File: src/rtl/cbal_pkg.sv
package cbal_pkg;
  localparam int DEF_CELLS = 4;
  localparam int DEF_VW    = 14;

  function automatic int idx_width(input int n);
    return (n < 2) ? 1 : $clog2(n);
  endfunction
endpackage

File: src/rtl/cbal_active_mask.sv
module cbal_active_mask #(
  parameter int NUM_CELLS = 4,
  parameter int CNT_W     = 3
) (
  input  logic [CNT_W-1:0]     cell_count,
  output logic [NUM_CELLS-1:0] active,
  output logic                 multi
);
  for (genvar i = 0; i < NUM_CELLS; i++) begin : g_mask
    assign active[i] = (32'(cell_count) > i);
  end
  assign multi = (32'(cell_count) >= 2);
endmodule

File: src/rtl/cbal_extrema.sv
module cbal_extrema #(
  parameter int NUM_CELLS = 4,
  parameter int VW        = 14,
  parameter int IDX_W     = 2
) (
  input  logic [NUM_CELLS*VW-1:0] volts,
  input  logic [NUM_CELLS-1:0]    active,
  output logic [VW-1:0]           max_v,
  output logic [VW-1:0]           min_v,
  output logic [IDX_W-1:0]        max_idx
);
  logic [VW-1:0]    run_max [0:NUM_CELLS];
  logic [VW-1:0]    run_min [0:NUM_CELLS];
  logic [IDX_W-1:0] run_idx [0:NUM_CELLS];

  assign run_max[0] = '0;
  assign run_min[0] = '1;
  assign run_idx[0] = '0;

  // Strict compare on a rising index keeps the lowest index on ties.
  for (genvar i = 0; i < NUM_CELLS; i++) begin : g_chain
    logic [VW-1:0] v;
    logic          higher, lower;
    assign v      = volts[i*VW +: VW];
    assign higher = active[i] && (v > run_max[i]);
    assign lower  = active[i] && (v < run_min[i]);
    assign run_max[i+1] = higher ? v : run_max[i];
    assign run_idx[i+1] = higher ? IDX_W'(i) : run_idx[i];
    assign run_min[i+1] = lower  ? v : run_min[i];
  end

  assign max_v   = run_max[NUM_CELLS];
  assign min_v   = run_min[NUM_CELLS];
  assign max_idx = run_idx[NUM_CELLS];
endmodule

File: src/rtl/cbal_pick.sv
module cbal_pick #(
  parameter int NUM_CELLS = 4,
  parameter int VW        = 14,
  parameter int IDX_W     = 2
) (
  input  logic [VW-1:0]        max_v,
  input  logic [VW-1:0]        min_v,
  input  logic [IDX_W-1:0]     max_idx,
  input  logic                 multi,
  input  logic [VW-1:0]        thresh,
  input  logic                 backup,
  output logic [NUM_CELLS-1:0] pick
);
  logic [VW-1:0] spread;
  logic          go;

  assign spread = max_v - min_v;
  assign go     = multi && !backup && (spread > thresh);

  for (genvar i = 0; i < NUM_CELLS; i++) begin : g_onehot
    assign pick[i] = go && (max_idx == IDX_W'(i));
  end
endmodule

File: src/rtl/cbal_selector.sv
module cbal_selector #(
  parameter int NUM_CELLS = cbal_pkg::DEF_CELLS,
  parameter int VW        = cbal_pkg::DEF_VW,
  parameter int CNT_W     = $clog2(NUM_CELLS + 1)
) (
  input  logic                    clk,
  input  logic                    rst_n,
  input  logic                    meas_valid,
  output logic                    meas_ready,
  input  logic [NUM_CELLS*VW-1:0] meas_volts,
  input  logic [CNT_W-1:0]        cell_count,
  input  logic [VW-1:0]           spread_thresh,
  input  logic                    backup_mode,
  output logic [NUM_CELLS-1:0]    bleed_en,
  output logic                    busy
);
  localparam int IDX_W = cbal_pkg::idx_width(NUM_CELLS);

  logic [NUM_CELLS-1:0] active;
  logic                 multi;
  logic [VW-1:0]        max_v, min_v;
  logic [IDX_W-1:0]     max_idx;
  logic [NUM_CELLS-1:0] pick;
  logic [NUM_CELLS-1:0] sel_q;
  logic                 accept;

  assign meas_ready = rst_n;
  assign accept     = meas_valid && meas_ready;

  cbal_active_mask #(.NUM_CELLS(NUM_CELLS), .CNT_W(CNT_W)) u_mask (
    .cell_count (cell_count),
    .active     (active),
    .multi      (multi)
  );

  cbal_extrema #(.NUM_CELLS(NUM_CELLS), .VW(VW), .IDX_W(IDX_W)) u_ext (
    .volts   (meas_volts),
    .active  (active),
    .max_v   (max_v),
    .min_v   (min_v),
    .max_idx (max_idx)
  );

  cbal_pick #(.NUM_CELLS(NUM_CELLS), .VW(VW), .IDX_W(IDX_W)) u_pick (
    .max_v   (max_v),
    .min_v   (min_v),
    .max_idx (max_idx),
    .multi   (multi),
    .thresh  (spread_thresh),
    .backup  (backup_mode),
    .pick    (pick)
  );

  always_ff @(posedge clk or negedge rst_n) begin
    if (!rst_n)           sel_q <= '0;
    else if (backup_mode) sel_q <= '0;
    else if (accept)      sel_q <= pick;
  end

  assign bleed_en = backup_mode ? '0 : sel_q;
  assign busy     = |bleed_en;
endmodule

File: config.mk
export PLATFORM = sky130hd
export DESIGN_NAME = cbal_selector
export DESIGN_NICKNAME = d
export VERILOG_FILES = /design/src/rtl/cbal_pkg.sv /design/src/rtl/cbal_active_mask.sv /design/src/rtl/cbal_extrema.sv /design/src/rtl/cbal_pick.sv /design/src/rtl/cbal_selector.sv
export SDC_FILE = /design/constraint.sdc
export NUM_CORES = 1
export LEC_CHECK = 0
export BUFFER_PORTS_ARGS = -buffer_cell sky130_fd_sc_hd__buf_2
export CORE_UTILIZATION = 40
export DETAILED_ROUTE_END_ITERATION = 10
export GPL_TIMING_DRIVEN = 0
export HOLD_SLACK_MARGIN = 0.06
export SLEW_MARGIN = 10
export SYNTH_ARGS = -nofsm -noshare
export SYNTH_HDL_FRONTEND = slang
export SYNTH_SLANG_ARGS = --single-unit
File: constraint.sdc
create_clock -name clk -period 1.23 [get_ports clk]
set_input_delay 0.1845 -clock clk [delete_from_list [all_inputs] [get_ports clk]]
set_output_delay 0.1845 -clock clk [all_outputs]
set_load 0.05 [all_outputs]
==> summary.md, run 1 <==
| Metric | Value |
|---|---|
| Outcome | complete, but fails checks |
| Failing checks | setup timing |
| Top cells by area, synth | ha_1 (31%), mux2i_1 (9.2%), a21oi_1 (5.9%) |
| Net count, final | approximately 930 |
| Rows | 37 |
| Largest net degree at the start of global routing | 11 |
| Drt total wl | between 15000 and 20000 um |
| Post-Syn Nets | between 700 and 800 |
| Final min period | 9511 ps |
| Vias | just over 5000 |
| Max Freq | ~0.11 GHz |
| Root buffer cell | clkbuf_8 |
| Yosys warns | 0 |
| Critical Path Most Common Cell | buf_4 |
| Avg Cell Area, Syn | 7.149 um2 |
| Max-slew headroom | 63.94% |
| Setup crit end kind | register |
| Reg area | 100.1 um2 |
| Die width | 104.8 um |
| Vias per cell | 5.771 |
| Int Pwr | 0.003847 W |
| Max reg flops | 4 |
| Setup WS pre-CTS | -10300 ps |
| # DRC | 0 |
| Multi-input gate area | 4910 um2 |
| Register area share after synthesis | 2.369% |
| Largest Register | sel_q |
| P_sw | around 0.0036 W |
| IO Count | 83 |
| Post-DP HPWL | between 10000 and 15000 um |
| Cell variety after synth | 54 |
| First-pass DRT Iterations | 5 |
| Worst-Margin Slew | roughly 540 ps |
| FFs w/ async S/R, synth | 100.0% |
| Antenna-violating nets left | 0 |
| Worst min path class | in2reg |
| Most used DFF post-synth | dfrtp_1 |
| Final setup fails | 5 |
| Share of layout cells above drive strength 1 | 45.13% |
| Worst EP required | 1330 ps |
| N_diodes | 0 |
| Initial DRC Count | 254 |
| Number of flops mapped to enable cells by yosys | 0 |
| Vias in the first global route | 5135 |
| Clk slew on worst S/H paths | ~30 ps |
| Largest buffer count on any clock path | 2 |
| Period utilization | 773.3% |
| Fin. Hold Viols | 0 |
| # fillers | 847 |
| Peak supply drop | approximately 1.0 mV |
| CP Class | in2reg |
| CP Launch Type | input pin |
| Core area | 10280 um2 |
| Switch share | between 40% and 50% |
| Top Registers | sel_q: 4 flops |
| P_leak | 3.213 nW |
| Mapped Cells | 591 |
| Max-slew violations | 0 |
| Worst Path Arrival | 9610 ps |
| Skew-Pair Late Insertion Delay | about 220 ps |
| Comb power frac | between 90% and 100% |
| Most frequent cells in the layout | ha_1 (81), buf_4 (71), buf_2 (68) |
| Global route overflow | 0 |
| Max Cap Viol | 0 |
| CTS tree | built |
| Clk_skew | 0 ps |
| Finished Layout Cells | a little under 900 |
| Crit-path max cell delay | 480 ps |
| Htree depth | 1 |
| Synth Cell Area | 4225 um2 |
| Num CTS Buffers | 3 |
| TritonCTS sink count | 4 |
| Tot GR Track Use | 27.66% |
| Initial Util | 41.11% |
| RSZ-0062 raised after global routing | true |
| Final WS setup | -8281 ps |
| Most common cell after layout, fill and taps aside | ha_1 |
| Dpl cells | 809 |
| Crit path max fanout | 10 |
| Post-synth top area share | 31.09% |
| Routed WL per cell | approximately 18 um |
| Sequential power share | 2.0% |
| Global-route wire length before repair | 24390 um |
| Input/output buffers | 82 |
| Clk network pwr share | under 10% |
| Crit-path slowest cell | a2111oi_4 |
| Cell taking the most area after synthesis | ha_1 |
| Die Span Y | between 100 and 150 um |
| Synthesis-stage register bit count | 4 |
| Total power | around 0.0074 W |
| Pwr/cell area | 1096 nW/um2 |
| Initial antenna violation count | 0 |
| Final TNS setup | -32990 ps |
| Die area | roughly 11000 um2 |
| Gpl congestion | 0.8884 |
| Area growth from synthesis to layout | 60.88% |
-- layer usage --
metal,part of all wire (%),GRT usage [%],vias to the layer above
li1,-,-,2461
met2,51,51.51,219
met1,40,32.16,2369
met3,4.3,1.185,58
met4,4.6,13.48,0
met5,0,0,-
-- through the flow --
| step | hold slack (ps) | utilization, % | area (um2) |
|---|---|---|---|
| after floorplan | -111.1 | - | 4498 |
| after global placement | 9.023 | 49.42 | 5079 |
| after detailed placement | 11.11 | 49.42 | 5079 |
| after CTS | 347.1 | 62.86 | 6460 |
| after global routing | 389.8 | 66.14 | 6798 |
| final | 345.9 | 66.14 | 6798 |
-- final timing paths --
kind                                       from              endpoint  cells past startpoint  slack (ps)
hold / removal                       meas_valid  sel_q[3]$_DFFE_PN0P_                      5         350
setup / recovery                  cell_count[0]  sel_q[1]$_DFFE_PN0P_                     55       -8280
setup reg to reg           sel_q[3]$_DFFE_PN0P_  sel_q[3]$_DFFE_PN0P_                      4         380
max in group asynchronous                 rst_n  sel_q[1]$_DFFE_PN0P_                      2         670
hold reg to reg            sel_q[2]$_DFFE_PN0P_  sel_q[2]$_DFFE_PN0P_                      2         510
min in group asynchronous                 rst_n  sel_q[2]$_DFFE_PN0P_                      2         390
-- cell type report --
type / instances / area share [%]
well taps: 136 / 2.503
inverters: 63 / 3.479
multi-input cells: 509 / 72.23
plain buffers: 12 / 2.927
repair buffers: 158 / 16.79
flip-flops and latches: 4 / 1.472
clock buffers: 3 / 0.6074
-- synthesized netlist by cell type, types with 6 or more instances --
cell type / count
nand2b_1: 6
mux2_2: 14
o21ai_0: 41
nor2b_1: 13
xnor2_1: 8
nor2_1: 59
nor3_1: 10
nand3_1: 11
a21o_1: 15
inv_1: 63
nand4_1: 18
a21oi_1: 50
mux2i_1: 39
nand2_1: 50
ha_1: 105
clkbuf_1: 10
or3_1: 6
-- power by group through the flow --
stage                     clock network, W  logic [W]  registers (W)
after floorplan                          0    0.00369       0.000146
after global placement                   0    0.00477       0.000147
after detailed placement                 0    0.00492       0.000147
after CTS                         0.000278    0.00639       0.000146
after global routing              0.000289    0.00773       0.000147
final                             0.000281    0.00702       0.000146
-- cells by family after synthesis --
| kind of cell | after synthesis | synth area share (%) |
|---|---|---|
| buffers and inverters | 78 | 7.078 |
| adders and majority gates | 106 | 31.57 |
| and+or+nand+nor | 196 | 22.65 |
| xor gates and xnor gates | 12 | 2.487 |
| DFF | 4 | 2.369 |
| muxes | 55 | 13.68 |
| AOI/OAI and AO/OA | 140 | 20.17 |
-- critical path, delay by kind of cell --
kind | cells | cell delay, ps
buffers and inverters | 16 | 2230
adder cells (fa/ha/maj) | 5 | 1310
multiplexers | 2 | 600
AND/OR/NAND/NOR | 17 | 2620
AO/OA/AOI/OAI | 15 | 2640
-- timing repair --
item	in CTS	in global routing
hold endpoints to repair	4	0
gates resized for setup	178	47
gates cloned	2	1
hold buffers	1	0
endpoints found under the setup margin	5	5
buffers inserted	59	13
pin swaps	66	51
Power figures use the tool's default switching activity.
==> run 2: changes to the inputs <==
Settings changed: CORE_ASPECT_RATIO set to 0.9.
==> run 2 against run 1 <==
The flow still finishes with violations (setup timing). Fmax rose by 1.2%. Count of clock-buffer cells in the layout unchanged. Routed wire length is 5.5% lower. Cell area is 2.8% lower. Register-to-register slack better by 100 ps. Via count is 2.3% lower. Critical path depth unchanged. Flip-flop and latch count did not move. Sequential share of layout area hardly changed. Critical path type unchanged. Largest cell class unchanged. Highest routed layer unchanged.
==> summary.md, run 2 (synthesized netlist as in run 1, its figures left out) <==
| Metric | Value |
|---|---|
| Global-route wire length before repair | 23430 um (-4.0%) |
| Final WS setup | -8170 ps (+111.5 ps) |
| Critical Path Most Common Cell | a21oi_2 |
| Top Registers | sel_q: 4 flops |
| Vias per cell | 5.721 (-0.85%) |
| Peak supply drop | 1.114 mV (+11%) |
| Root buffer cell | clkbuf_16 |
| Max Cap Viol | 0 (unchanged) |
| Antenna-violating nets left | 0 (unchanged) |
| Initial DRC Count | 256 (+0.79%) |
| Max-slew violations | 0 (unchanged) |
| Die Span Y | 99.51 um (-5.0%) |
| RSZ-0062 raised after global routing | true |
| IO Count | 83 (unchanged) |
| Largest buffer count on any clock path | 2 (unchanged) |
| Post-place instance area | 5070 um2 (-0.17%) |
| CP Launch Type | input pin |
| Die area | 10980 um2 (about the same) |
| Max Freq | 0.1064 GHz (+1.2%) |
| Clk slew on worst S/H paths | 30 ps (about the same) |
| Dpl cells | 802 (-0.87%) |
| Outcome | complete, but fails checks |
| TritonCTS sink count | 4 (unchanged) |
| Largest net degree at the start of global routing | 11 (unchanged) |
| Initial antenna violation count | 0 (unchanged) |
| Num CTS Buffers | 3 (unchanged) |
| Setup crit end kind | register |
| Rows | 35 (-5.4%) |
| # DRC | 0 (unchanged) |
| Largest Register | sel_q |
| Setup WS pre-CTS | -10400 ps (-93.10 ps) |
| Fin. Hold Viols | 0 (unchanged) |
| Drt total wl | 14890 um (-5.5%) |
| Period utilization | 764.2% (-9.1 points) |
| Worst Path Arrival | 9520 ps (-90 ps) |
| First-pass DRT Iterations | 4 (-1) |
| Clk_skew | 0 ps (unchanged) |
| Share of layout cells above drive strength 1 | 42.66% (-2.5 points) |
| Crit-path slowest cell | or4_4 |
| Final setup fails | 5 (unchanged) |
| Core area | 10250 um2 (-0.29%) |
| Fin area | 6609 um2 (-2.8%) |
| Total power | 0.007571 W (+1.6%) |
| Initial Util | 41.23% (+0.12 points) |
| N_diodes | 0 (unchanged) |
| Worst-Margin Slew | 622.6 ps (+81.68 ps) |
| Net count, final | 928 (-0.64%) |
| Post-DP HPWL | 11220 um (-0.50%) |
| Htree depth | 1 (unchanged) |
| Global route overflow | 0 (unchanged) |
| Worst EP required | 1350 ps (+20 ps) |
| Routed WL per cell | 17.08 um (-4.1%) |
| Input/output buffers | 82 (unchanged) |
| Most frequent cells in the layout | ha_1 (86), buf_2 (73), buf_4 (68) |
| Vias in the first global route | 4926 (-4.1%) |
| Vias | 4989 (-2.3%) |
| Crit path max fanout | 7 (-3) |
| Finished Layout Cells | 872 (-1.5%) |
| Max-slew headroom | 58.49% (-5.4 points) |
| Tot GR Track Use | 27.18% (-0.47 points) |
| Gpl congestion | 0.8706 (-2.0%) |
| Worst min path class | in2reg |
| Hold_ws | 347.4 ps (+1.437 ps) |
| Failing checks | setup timing |
| Skew-Pair Late Insertion Delay | 230 ps (about the same) |
| Die width | 110.3 um (+5.3%) |
| Pwr/cell area | 1146 nW/um2 (+4.6%) |
| Area growth from synthesis to layout | 56.41% |
| P_leak | 3.195 nW (-0.54%) |
| Most common cell after layout, fill and taps aside | ha_1 |
| CP Class | in2reg |
| Final min period | 9400 ps (-111.5 ps) |
| Max reg flops | 4 (unchanged) |
| CTS tree | built |
| Crit-path max cell delay | 570 ps (+90 ps) |
==> run 2: worst max-delay path, delay by kind of cell <==
family | cells | cell delay [ps]
XOR/XNOR | 1 | 80
multiplexers | 2 | 510
buffers and inverters | 9 | 1170
adder cells (fa/ha/maj) | 6 | 1490
AND/OR/NAND/NOR | 18 | 2970
AO/OA/AOI/OAI | 19 | 3070
==> run 2: power breakdown <==
part	total, W	internal [W]	switching [W]
Sequential	0.000146	0.000141	0.00000458
Combinational	0.00691	0.00346	0.00345
Clock	0.000516	0.000416	0.000100
==> run 2: final timing paths <==
kind                                      start                   end  slack [ps]  cells past startpoint
max                               cell_count[0]  sel_q[0]$_DFFE_PN0P_       -8170                     55
min in group asynchronous                 rst_n  sel_q[2]$_DFFE_PN0P_         380                      2
min reg2reg                sel_q[3]$_DFFE_PN0P_  sel_q[3]$_DFFE_PN0P_         480                      2
max reg2reg                sel_q[0]$_DFFE_PN0P_  sel_q[0]$_DFFE_PN0P_         480                      3
max in group asynchronous                 rst_n  sel_q[0]$_DFFE_PN0P_         660                      2
min                                  meas_valid  sel_q[3]$_DFFE_PN0P_         350                      4
==> run 2: cell type report <==
class	count	area, um2
fill	876	3638
multi-input combinational	509	4782
inverter	63	236.5
tap	129	161.4
sequential	4	100.1
clock buffer	3	75.07
buffer	13	205.2
timing repair buffer	151	1049
==> run 2: routing by layer <==
metal / GRT usage, % / vias up / share of wire, %
met5: 0 / - / 0
met4: 5.162 / 0 / 1.2
met3: 2.294 / 15 / 5.9
met2: 46.87 / 150 / 47
met1: 36.77 / 2373 / 46
li1: - / 2451 / -
==> run 2: what timing repair did <==
item	CTS	global route
resized for setup	145	43
buffers inserted	54	12
pin swaps	60	54
endpoints found under the setup margin	5	5
hold buffers	1	0
endpoints found under the hold margin	4	0
gates cloned	2	0
==> run 2: per-stage QoR <==
step | util (%) | TNS (ps)
final | 64.49 | -32800
after global routing | 64.49 | -34380
after CTS | 61.73 | -32180
after detailed placement | 49.48 | -41440
after floorplan | - | -30900
after global placement | 49.48 | -40360
==> run 3: changes to the inputs <==
Settings changed: CORE_UTILIZATION 40 to 45, PLACE_DENSITY set to 0.67.
==> run 3 against run 2 <==
The flow still finishes with violations (setup timing). Cell count is 1.1% lower. Register-to-register slack worse by 140 ps. Die area is 11% lower. Critical path depth is 3 higher. Setup slack worse by 58 ps. Flip-flop and latch count stayed put. Clock skew stayed put.
==> summary.md, run 3 (synthesized netlist as in run 1, its figures left out) <==
| Metric | Value |
|---|---|
| Outcome | complete, but fails checks |
| Max-slew headroom | 56.42% (-2.1 points) |
| Setup slack, reg-to-reg | 340 ps (-140 ps) |
| RSZ-0062 raised after global routing | true |
| Fin. Hold Viols | 0 (unchanged) |
| Clk slew on worst S/H paths | 30 ps (about the same) |
| Worst min path class | in2reg |
| Die area | 9781 um2 (-11%) |
| Worst Path Arrival | 9570 ps (+50 ps) |
| CP Launch Type | input pin |
| Max reg flops | 4 (unchanged) |
| Initial DRC Count | 334 (+30%) |
| Vias in the first global route | 4898 (-0.57%) |
| Clk_skew | 0 ps (unchanged) |
| Die Span Y | 93.93 um (-5.6%) |
| First-pass DRT Iterations | 5 (+1) |
| Failing checks | setup timing |
| Tot GR Track Use | 29.20% (+2.0 points) |
| Reg area | 100.1 um2 (unchanged) |
| Skew-Pair Late Insertion Delay | 220 ps (about the same) |
| Final setup fails | 5 (unchanged) |
| Antenna-violating nets left | 0 (unchanged) |
| # fillers | 680 (-22%) |
| Hold_ws | 332.0 ps (-15.33 ps) |
| Vias | 5076 (+1.7%) |
| Fin util | 71.73% (+7.2 points) |
| Gpl congestion | 0.9202 (+5.7%) |
| Rows | 33 (-5.7%) |
| Net count, final | 925 (-0.32%) |
| Reg2Reg Depth | 4 (+1) |
| TritonCTS sink count | 4 (unchanged) |
| Final min period | 9457 ps (+57.62 ps) |
| Crit-path max cell delay | 530 ps (-40 ps) |
| Hold worst-path end | sel_q[3]$_DFFE_PN0P_ |
| Drt total wl | 14870 um (-0.15%) |
| Largest net degree at the start of global routing | 11 (unchanged) |
| Input/output buffers | 82 (unchanged) |
| Routed WL per cell | 17.25 um (+1.0%) |
| Share of layout cells above drive strength 1 | 42.70% (about the same) |
| Largest Register | sel_q |
| Initial Util | 46.30% (+5.1 points) |
| IO Count | 83 (unchanged) |
| Initial antenna violation count | 0 (unchanged) |
| Capturing point of the worst reg2reg path | sel_q[0]$_DFFE_PN0P_ |
| Total power | 0.007165 W (-5.4%) |
| Top Registers | sel_q: 4 flops |
| Root buffer cell | clkbuf_8 |
| Largest buffer count on any clock path | 2 (unchanged) |
| Num CTS Buffers | 3 (unchanged) |
| Hold path startpoint | meas_valid |
| Crit-path slowest cell | a2111oi_4 |
| P_leak | 3.163 nW (-1.0%) |
| Critical Path Most Common Cell | a21oi_2 |
| Peak supply drop | 0.6251 mV (-44%) |
| Setup crit end kind | register |
| FF-to-FF Start | sel_q[0]$_DFFE_PN0P_ |
| CTS tree | built |
| Hold-critical path depth | 4 (unchanged) |
| Period utilization | 768.9% (+4.7 points) |
| Max Freq | 0.1057 GHz (-0.61%) |
| Htree depth | 1 (unchanged) |
| Global-route wire length before repair | 23220 um (-0.88%) |
| Max-slew violations | 0 (unchanged) |
| Post-DP HPWL | 10860 um (-3.2%) |
| Pwr/cell area | 1095 nW/um2 (-4.4%) |
| Die width | 104.1 um (-5.6%) |
| N_diodes | 0 (unchanged) |
| Most frequent cells in the layout | ha_1 (86), buf_2 (75), buf_4 (63) |
| Global route overflow | 0 (unchanged) |
| Worst Setup SP | cell_count[0] |
| # DRC | 0 (unchanged) |
| Crit path max fanout | 6 (-1) |
| Final WS setup | -8227 ps (-57.62 ps) |
| Vias per cell | 5.889 (+2.9%) |
| CP Class | in2reg |
| Worst-Margin Slew | 653.7 ps (+31.06 ps) |
| Multi-input gate area | 4811 um2 (+0.60%) |
| Max Cap Viol | 0 (unchanged) |
| Core area | 9125 um2 (-11%) |
| Area growth from synthesis to layout | 54.90% |
| Most common cell after layout, fill and taps aside | ha_1 |
| Worst EP required | 1340 ps (about the same) |
[run 3: final cells by class]
cell class / instances / area share, %
multi-input combinational: 509 / 73.50
tap: 122 / 2.332
clock buffer: 3 / 0.6309
timing repair buffer: 150 / 15.64
sequential: 4 / 1.529
inverter: 63 / 3.613
buffer: 11 / 2.753
[run 3: worst max path at each step]
| stage | endpoint | slack, ps | cells after the start |
|---|---|---|---|
| global placement | sel_q[0]$_DFFE_PN0P_ | -9970 | 50 |
| detailed placement | sel_q[0]$_DFFE_PN0P_ | -10090 | 51 |
| global route | sel_q[0]$_DFFE_PN0P_ | -8670 | 58 |
| floorplan | sel_q[1]$_DFFE_PN0P_ | -7750 | 56 |
| finish | sel_q[0]$_DFFE_PN0P_ | -8230 | 58 |
| CTS | sel_q[1]$_DFFE_PN0P_ | -8020 | 55 |
[run 3: worst max-delay path, delay by kind of cell]
kind	cells	cell delay, ps
AO/OA/AOI/OAI	22	3850
AND/OR/NAND/NOR	19	2490
adder cells (fa/ha/maj)	6	1480
buffers and inverters	8	1050
multiplexers	2	400
XOR/XNOR	1	100
[run 3: power breakdown]
group | switching, W | internal, W
sequential | 0.00000446 | 0.000141
combinational | 0.00344 | 0.00330
clock | 0.0000693 | 0.000209
[run 3: through the flow]
stage	instance area [um2]	worst slack, ps	cells	setup TNS (ps)
5_1_grt	6545	-8672	862	-34640
3_5_place_dp	5061	-10090	795	-40190
3_3_place_gp	5061	-9970	795	-39790
2_1_floorplan	4498	-7753	591	-30900
4_1_cts	6057	-8017	846	-32140
6_report	6545	-8227	862	-32810
[run 3: metal layers]
layer / track usage [%] / up-vias / part of all wire [%]
li1: - / 2449 / -
met1: 38.27 / 2372 / 43
met2: 51.22 / 220 / 47
met3: 3.814 / 35 / 7.6
met4: 6.071 / 0 / 1.9
met5: 0 / - / 0
[run 3: timing repair]
action / in CTS / in global routing
gates resized for setup: 118 / 76
hold endpoints to repair: 4 / 0
gates cloned: 2 / 1
buffers inserted: 48 / 16
endpoints found under the setup margin: 5 / 5
hold buffers: 1 / 0
pin swaps: 62 / 53
